`config.mk`:
```
export PLATFORM = sky130hd
export DESIGN_NAME = dac_write_seq
export DESIGN_NICKNAME = d
export VERILOG_FILES = /design/src/rtl/dws_pkg.sv /design/src/rtl/dws_interval_timer.sv /design/src/rtl/dws_shadow_bank.sv /design/src/rtl/dac_write_seq.sv
export SDC_FILE = /design/constraint.sdc
export NUM_CORES = 1
export LEC_CHECK = 0
export BUFFER_PORTS_ARGS = -buffer_cell sky130_fd_sc_hd__buf_2
export CAP_MARGIN = 25
export CORE_UTILIZATION = 45
export CTS_BUF_LIST = sky130_fd_sc_hd__clkbuf_16
export CTS_CLUSTER_DIAMETER = 50
export CTS_CLUSTER_SIZE = 30
export DETAILED_ROUTE_END_ITERATION = 8
export PLACE_DENSITY = 0.83
export SLEW_MARGIN = 30
export SYNTH_ARGS = -nofsm -noshare
export SYNTH_HDL_FRONTEND = slang
export SYNTH_SLANG_ARGS = --single-unit
```
`constraint.sdc`:
```
create_clock -name clk -period 1.64 [get_ports clk]
set_input_delay 0.328 -clock clk [delete_from_list [all_inputs] [get_ports clk]]
set_output_delay 0.328 -clock clk [all_outputs]
set_load 0.005 [all_outputs]
```
`src/rtl/dws_pkg.sv`:
```
package dws_pkg;

    typedef enum logic [1:0] {
        ST_IDLE,
        ST_SETUP,
        ST_STROBE,
        ST_HOLD
    } seq_state_e;

    function automatic int unsigned max_of3(input int unsigned a,
                                            input int unsigned b,
                                            input int unsigned c);
        int unsigned m;
        m = a;
        if (b > m) m = b;
        if (c > m) m = c;
        return m;
    endfunction

endpackage

```
`src/rtl/dws_interval_timer.sv`:
```
// Down counter: loaded with (interval - 1), reports expiry at zero.
module dws_interval_timer #(
    parameter int unsigned CNT_W = 4
) (
    input  logic             clk,
    input  logic             rst,
    input  logic             load,
    input  logic [CNT_W-1:0] load_val,
    output logic             expired
);

    logic [CNT_W-1:0] cnt_d, cnt_q;

    always_comb begin
        cnt_d = cnt_q;
        if (load) begin
            cnt_d = load_val;
        end else if (cnt_q != '0) begin
            cnt_d = cnt_q - 1'b1;
        end
    end

    always_ff @(posedge clk) begin
        if (rst) begin
            cnt_q <= '0;
        end else begin
            cnt_q <= cnt_d;
        end
    end

    assign expired = (cnt_q == '0);

endmodule

```
`src/rtl/dws_shadow_bank.sv`:
```
// One shadow register per channel, written when the strobe rises.
module dws_shadow_bank #(
    parameter int unsigned DATA_W = 8,
    parameter int unsigned NUM_CH = 2,
    localparam int unsigned SEL_W = (NUM_CH > 1) ? $clog2(NUM_CH) : 1
) (
    input  logic                           clk,
    input  logic                           rst,
    input  logic                           wr_en,
    input  logic [SEL_W-1:0]               wr_sel,
    input  logic [DATA_W-1:0]              wr_code,
    output logic [NUM_CH-1:0][DATA_W-1:0]  shadow
);

    for (genvar ch = 0; ch < NUM_CH; ch++) begin : g_chan
        logic [DATA_W-1:0] code_d, code_q;

        always_comb begin
            code_d = code_q;
            if (wr_en && (wr_sel == SEL_W'(ch))) begin
                code_d = wr_code;
            end
        end

        always_ff @(posedge clk) begin
            if (rst) begin
                code_q <= '0;
            end else begin
                code_q <= code_d;
            end
        end

        assign shadow[ch] = code_q;
    end

endmodule

```
`src/rtl/dac_write_seq.sv`:
```
// Load-cycle sequencer for a dual converter with one shared data port.
module dac_write_seq
    import dws_pkg::*;
#(
    parameter int unsigned DATA_W    = 8,
    parameter int unsigned SETUP_CYC = 9,
    parameter int unsigned PULSE_CYC = 9,
    parameter int unsigned HOLD_CYC  = 1
) (
    input  logic              clk,
    input  logic              rst,
    input  logic              req_valid,
    output logic              req_ready,
    input  logic [DATA_W-1:0] req_code,
    input  logic              req_chan,
    output logic [DATA_W-1:0] bus_data,
    output logic              bus_cs_n,
    output logic              bus_wr_n,
    output logic              bus_sel,
    output logic [DATA_W-1:0] shadow_a,
    output logic [DATA_W-1:0] shadow_b
);

    localparam int unsigned MAX_CYC = max_of3(SETUP_CYC, PULSE_CYC, HOLD_CYC);
    localparam int unsigned CNT_W   = (MAX_CYC > 1) ? $clog2(MAX_CYC) : 1;
    localparam logic [CNT_W-1:0] LD_SETUP = CNT_W'(SETUP_CYC - 1);
    localparam logic [CNT_W-1:0] LD_PULSE = CNT_W'(PULSE_CYC - 1);
    localparam logic [CNT_W-1:0] LD_HOLD  = CNT_W'(HOLD_CYC - 1);
    localparam int unsigned NUM_CH = 2;

    typedef struct packed {
        seq_state_e        st;
        logic [DATA_W-1:0] data;
        logic              sel;
        logic              cs_n;
        logic              wr_n;
    } seq_regs_t;

    localparam seq_regs_t REGS_RESET = '{
        st:   ST_IDLE,
        data: '0,
        sel:  1'b0,
        cs_n: 1'b1,
        wr_n: 1'b1
    };

    seq_regs_t r_d, r_q;

    logic             tmr_load;
    logic [CNT_W-1:0] tmr_val;
    logic             tmr_expired;
    logic             shadow_we;
    logic [NUM_CH-1:0][DATA_W-1:0] shadow_all;

    dws_interval_timer #(
        .CNT_W (CNT_W)
    ) u_timer (
        .clk      (clk),
        .rst      (rst),
        .load     (tmr_load),
        .load_val (tmr_val),
        .expired  (tmr_expired)
    );

    // Bus, steering and chip select only move at acceptance or at the end
    // of hold, both while the strobe is high.
    always_comb begin
        r_d       = r_q;
        tmr_load  = 1'b0;
        tmr_val   = '0;
        shadow_we = 1'b0;
        unique case (r_q.st)
            ST_IDLE: begin
                if (req_valid) begin
                    r_d.st   = ST_SETUP;
                    r_d.data = req_code;
                    r_d.sel  = req_chan;
                    r_d.cs_n = 1'b0;
                    tmr_load = 1'b1;
                    tmr_val  = LD_SETUP;
                end
            end
            ST_SETUP: begin
                if (tmr_expired) begin
                    r_d.st   = ST_STROBE;
                    r_d.wr_n = 1'b0;
                    tmr_load = 1'b1;
                    tmr_val  = LD_PULSE;
                end
            end
            ST_STROBE: begin
                if (tmr_expired) begin
                    r_d.st    = ST_HOLD;
                    r_d.wr_n  = 1'b1;
                    shadow_we = 1'b1;
                    tmr_load  = 1'b1;
                    tmr_val   = LD_HOLD;
                end
            end
            ST_HOLD: begin
                if (tmr_expired) begin
                    r_d.st   = ST_IDLE;
                    r_d.cs_n = 1'b1;
                end
            end
            default: begin
                r_d = REGS_RESET;
            end
        endcase
    end

    always_ff @(posedge clk) begin
        if (rst) begin
            r_q <= REGS_RESET;
        end else begin
            r_q <= r_d;
        end
    end

    dws_shadow_bank #(
        .DATA_W (DATA_W),
        .NUM_CH (NUM_CH)
    ) u_shadow (
        .clk     (clk),
        .rst     (rst),
        .wr_en   (shadow_we),
        .wr_sel  (r_q.sel),
        .wr_code (r_q.data),
        .shadow  (shadow_all)
    );

    assign req_ready = (r_q.st == ST_IDLE);
    assign bus_data  = r_q.data;
    assign bus_sel   = r_q.sel;
    assign bus_cs_n  = r_q.cs_n;
    assign bus_wr_n  = r_q.wr_n;
    assign shadow_a  = shadow_all[0];
    assign shadow_b  = shadow_all[1];

endmodule

```
Yosys cells after proc, flatten, opt, wreduce, memory -nomap -nowiden
Cells that the tools add are included.

Add/sub/neg operators: 1. Equal/unequal tests: 7. Muxes and demuxes: 18. Bitwise logic cells: 1. Reduce and logical (&&, ||, !) cells: 13.

Operator list (count): 4-bit two-way mux (4); 12-bit two-way mux (1); 2-bit != test (second input constant) (4); 2-bit case mux with 4 select lines (1); 4-bit case mux with 2 select lines (1); 2-bit two-way mux (3); 1-bit case mux with 2 select lines (3); 3-bit AND reduction (2); 2-bit nonzero test (3); 1-bit two-way mux (5); 2-bit == test (second input constant) (2); 4-bit logical NOT (1); 4-bit AND reduction (1); 4-bit nonzero test (1); 4-bit by 1-bit subtractor with 4-bit output (second input constant) (1); 2-bit by 1-bit == test with 1-bit output (second input constant) (1); 1-bit logical AND (2); 2-bit logical NOT (1); 2-bit AND reduction (1); 2-bit OR reduction (1); 1-bit inverter (1).

Bits in registers: 33. Input port bits: 12. Word-level logic and storage cells: 48.

Logic depth before layout (Yosys ltp)
Depth in word-level cells: 4. Depth in mapped cells: 6.

Cells and area by module
A second synthesis with hierarchy kept.

Cell total of the unflattened synthesis: 171. Area, all modules: 1580.3 sq um.

By module, submodules not included: dac_write_seq (instances 1, cells an instance 83, area each 676.9 sq um, sequential area each 260.2 sq um); dws_shadow_bank (instances 1, cells an instance 64, area each 674.4 sq um, sequential area each 320.3 sq um); dws_interval_timer (instances 1, cells an instance 24, area each 229.0 sq um, sequential area each 80.1 sq um).

Least setup slack after synthesis
OpenSTA, ideal clock, no wires.

Kind: register to register. Start point: register u_timer.cnt_q[0]. End point: register u_timer.cnt_q[3]. Setup time: 0.120 ns. Arrival: 1.540 ns. Required time: 1.520 ns. Slack: -0.020 ns. Cell stages (with the launch flop): 7. Buffers on the path: 1. Clock period less this slack: 1.660 ns. Cells stage by stage: dfxtp_1 > inv_1 > ha_1 > or3b_1 > buf_2 > o41a_1 > o31a_1.

Cells in the longest elaborated chain, start to end: 4. Elaborated cells on any way between the ends: 10.

Ends and longest elaborated chain: start, declared (line dws_interval_timer.sv:12) `logic [CNT_W-1:0] cnt_d, cnt_q;`; start signal, assigned (line dws_interval_timer.sv:27) `cnt_q <= cnt_d;`; parallel branches: the longest is 4 deep, another holds 4-bit by 1-bit subtractor with 4-bit output.

Parallel ways; which one is timed is not known. The select of a mux whose other input is x is not followed. A chain may end at the register's enable or synchronous reset.

Final worst setup path
Ends and elaborated chain as after synthesis.

==> flow_metrics.py <==
metrics = {
    "cts": {
        "clockRootBuffer": "clkbuf_16",
        "tritoncts": "done",
        "cts_max_level": 2,
        "cts_buffer_depth": 2,
        "cts.sinks": 33,
        "cts-buffers-inserted": 5,
        "clk_pin_slew_ps": 50,
        "clkLatencyLatePin_ps": 280,
    },
    "sta": {
        "clock_skew_ps": 4.25,
        "rsz0062_at_grt": "no",
        "final-max-slew-violation-count": 0,
        "hold_viol": 0,
        "setup_violations": 0,
        "tightestPinTransition_ps": 438,
        "fin_crit_sh": 0.959,
        "min_period_ps": 1570,
        "maxSlewHeadroom": 0.708,
        "clock.fmax_mhz": 636,
        "final.setup.tns_ps": 0,
    },
    "layout": {
        "syn_to_final_growth_pct": 27.5,
        "nNetsFinal": 221,
        "antenna_cells": 0,
        "drive_above_1_share": 0.314,
        "fin_util": 0.610,
    },
    "run_status": {
        "status": "finished clean",
    },
    "setup_path": {
        "path_cells": "inv_2 -> ha_4 -> or3b_4 -> o41a_1 -> o31a_1",
        "critPathMaxFanout": 5,
        "cp.required_ps": 1810,
        "endpoint": "u_timer.cnt_q[3]$_SDFFE_PP0P_",
        "crit_path_start": "u_timer.cnt_q[0]$_SDFFE_PP0P_",
        "worstSetupPathType": "register to register",
        "start_kind": "register",
        "end_kind": "register",
        "worst_r2r_endpoint": "u_timer.cnt_q[3]$_SDFFE_PP0P_",
        "rr_startpoint": "u_timer.cnt_q[0]$_SDFFE_PP0P_",
        "slowest_stage": "or3b_4",
        "slowest_delay_ps": 410,
        "arrival_ps": 1740,
        "reg2reg_depth": 5,
        "r2r_slack_ps": 70,
    },
    "global_route": {
        "grt_overflow": 0,
        "grt_max_degree": 29,
        "grt_pass1_vias": 1108,
        "grt_first_pass_wirelength_um": 4990,
        "grt_usage": 0.200,
        "antenna_found_initial": 0,
    },
    "detailed_routing": {
        "drtIter0Drc": 48,
        "antenna_left": 0,
        "dr.pass1.iters": 4,
        "wl_um": 3270,
        "routed_via_density": 5.04,
        "vias": 1249,
        "wire_per_inst_um": 13.2,
        "drc": 0,
    },
    "synth": {
        "synth_seq_cells": 33,
        "synth_xor_area_frac": 0,
        "synth_nets": 183,
        "ys_warn_count": 0,
        "synth.distinct_cells": 35,
        "synth_top_family_by_area": "simple AND/OR/NAND/NOR gates",
        "synth-compound-area-share": 0.108,
        "syn_area_per_cell_um2": 8.99,
        "synth_seq_area_share": 0.445,
        "syn_area_um2": 1480,
        "synth_mux_area_frac": 0.129,
        "synth_simple_gate_area_frac": 0.190,
        "synthCells": 165,
        "synthAdderAreaFrac": 0.0506,
    },
    "placement": {
        "place_hpwl_um": 2220,
        "portBuffers": 39,
        "place.gp.congestion": 0.805,
    },
    "power_and_ir_drop": {
        "ir_drop_uv": 888,
        "power.leakage_nw": 0.883,
        "power_density_nw_per_um2": 1620,
    },
    "flow_run": {
        "cap_violations": 0,
    },
    "die": {
        "ioPinCount": 40,
        "die-area_um2": 3530,
        "num_rows": 20,
        "fp.dieW_um": 59.4,
        "core_area_um2": 3100,
        "initial_utilization": 0.478,
        "die-height_um": 59.4,
    },
    "min_path": {
        "hold_path.class": "primary input to register",
        "min_from": "req_code[7]",
    },
}
## Yosys cell counts
cell       count  area, um^2
and2_1         1        6.26
o21a_1         1        7.51
o211a_1        1        10.0
nand2_1       44         165
clkbuf_1       5        18.8
nand2b_1       3        18.8
buf_2          2        10.0
nor4b_1        1        8.76
o22ai_1        1        6.26
inv_1          4        15.0
a221o_1        1        10.0
inv_2          1        3.75
nand3b_1       2        15.0
and3_1         1        6.26
mux2_1         1        11.3
buf_1          2        7.51
nor3b_1        1        7.51
o31ai_1        1        7.51
buf_4          8        60.1
ha_1           6        75.1
o41a_1         1        11.3
nor3b_4        1        18.8
or3b_1         1        8.76
o211ai_1       1        7.51
o2111ai_1      1        8.76
a22oi_1        1        7.51
o31a_1         1        8.76
a21oi_1       11        55.1
nor3_1         2        10.0
a211oi_1       2        15.0
mux2i_1       18         180
dfxtp_1       33         661
nand3_1        1        5.00
o21ai_1        1        5.00
nor2_1         3        11.3
## power by group
part           switching, mW  internal, mW
logic                  0.578         0.574
registers              0.101         0.927
clock network          0.337         0.550
total                   1.02          2.05
## routing by layer
layer / GRT usage / wire length (um)
met1: 0.237 / 1510
met4: 0.116 / 68
met3: 0.0786 / 148
met2: 0.305 / 1540
met5: 0 / 0
## area by class of cell
| class | count | area (um^2) |
|---|---|---|
| sequential | 33 | 661 |
| clock buffer | 5 | 125 |
| inverter | 5 | 18.8 |
| fill | 288 | 1210 |
| tap | 44 | 55.1 |
| timing repair buffer | 48 | 279 |
| multi-input combinational | 110 | 739 |
| clock inverter | 3 | 13.8 |
## per-stage QoR
stage / hold slack [ps] / power [mW] / cells / instance area, um^2 / setup WS (ps)
floorplan: 450 / 1.79 / 165 / 1490 / 1.32
global placement: 445 / 2.07 / 238 / 1710 / 20.7
finish: 284 / 3.07 / 248 / 1890 / 67.5
detailed placement: 454 / 2.10 / 238 / 1710 / -44.0
global route: 292 / 3.24 / 248 / 1890 / 7.58
CTS: 281 / 3.03 / 247 / 1860 / 6.05
## critical path: cells and delay by family (launching register included)
family                   cells  cell delay (ps)
AND/OR/NAND/NOR              1              410
AO/OA/AOI/OAI                2              500
buffers and inverters        1               80
flip-flops                   1              320
adder cells (fa/ha/maj)      1              150
## how the worst min path moves through the flow
stage | end | cells after the start
after CTS | bus_data[7]$_SDFFE_PP0P_ | 3
after global placement | u_shadow.g_chan[1].code_q[5]$_SDFFE_PP0P_ | 2
after detailed placement | u_shadow.g_chan[1].code_q[5]$_SDFFE_PP0P_ | 2
after floorplan | bus_data[0]$_SDFFE_PP0P_ | 2
final | bus_data[7]$_SDFFE_PP0P_ | 3
after global routing | bus_data[6]$_SDFFE_PP0P_ | 3
## cells by family (layout without fill, tap and decap cells)
kind of cell / count (synthesis) / count (layout)
and+or+nand+nor: 61 / 61
DFF: 33 / 33
AOI/OAI and AO/OA: 24 / 24
buffers and inverters: 22 / 61
muxes: 19 / 19
adders and majority gates: 6 / 6
## state kept, by name (all words and copies together), names as in the netlist
name                    cells
bus_cs_n                    1
bus_data                    8
bus_sel                     1
bus_wr_n                    1
r_q                         2
u_shadow.g_chan.code_q     16
u_timer.cnt_q               4
## cells in the final DEF, fill, tap and decap left out, types with 2 or more instances in the layout
master      n
inv_2       3
nand3b_1    2
clkbuf_16   5
nand2_1    44
nand2b_1    3
nor2_1      3
clkinv_2    2
ha_1        5
inv_1       3
a211oi_1    2
mux2i_1    18
buf_4       7
buf_2      39
dfxtp_1    33
a21oi_1    11
## repair_timing
item                                    4_1_cts  5_1_grt
gates resized for setup                       2        5
endpoints found under the setup margin        9        9
pin swaps                                     1        2
buffers inserted                              1        1
hold buffers                                  0        0
No activity file was read; power rests on OpenSTA's default activity.
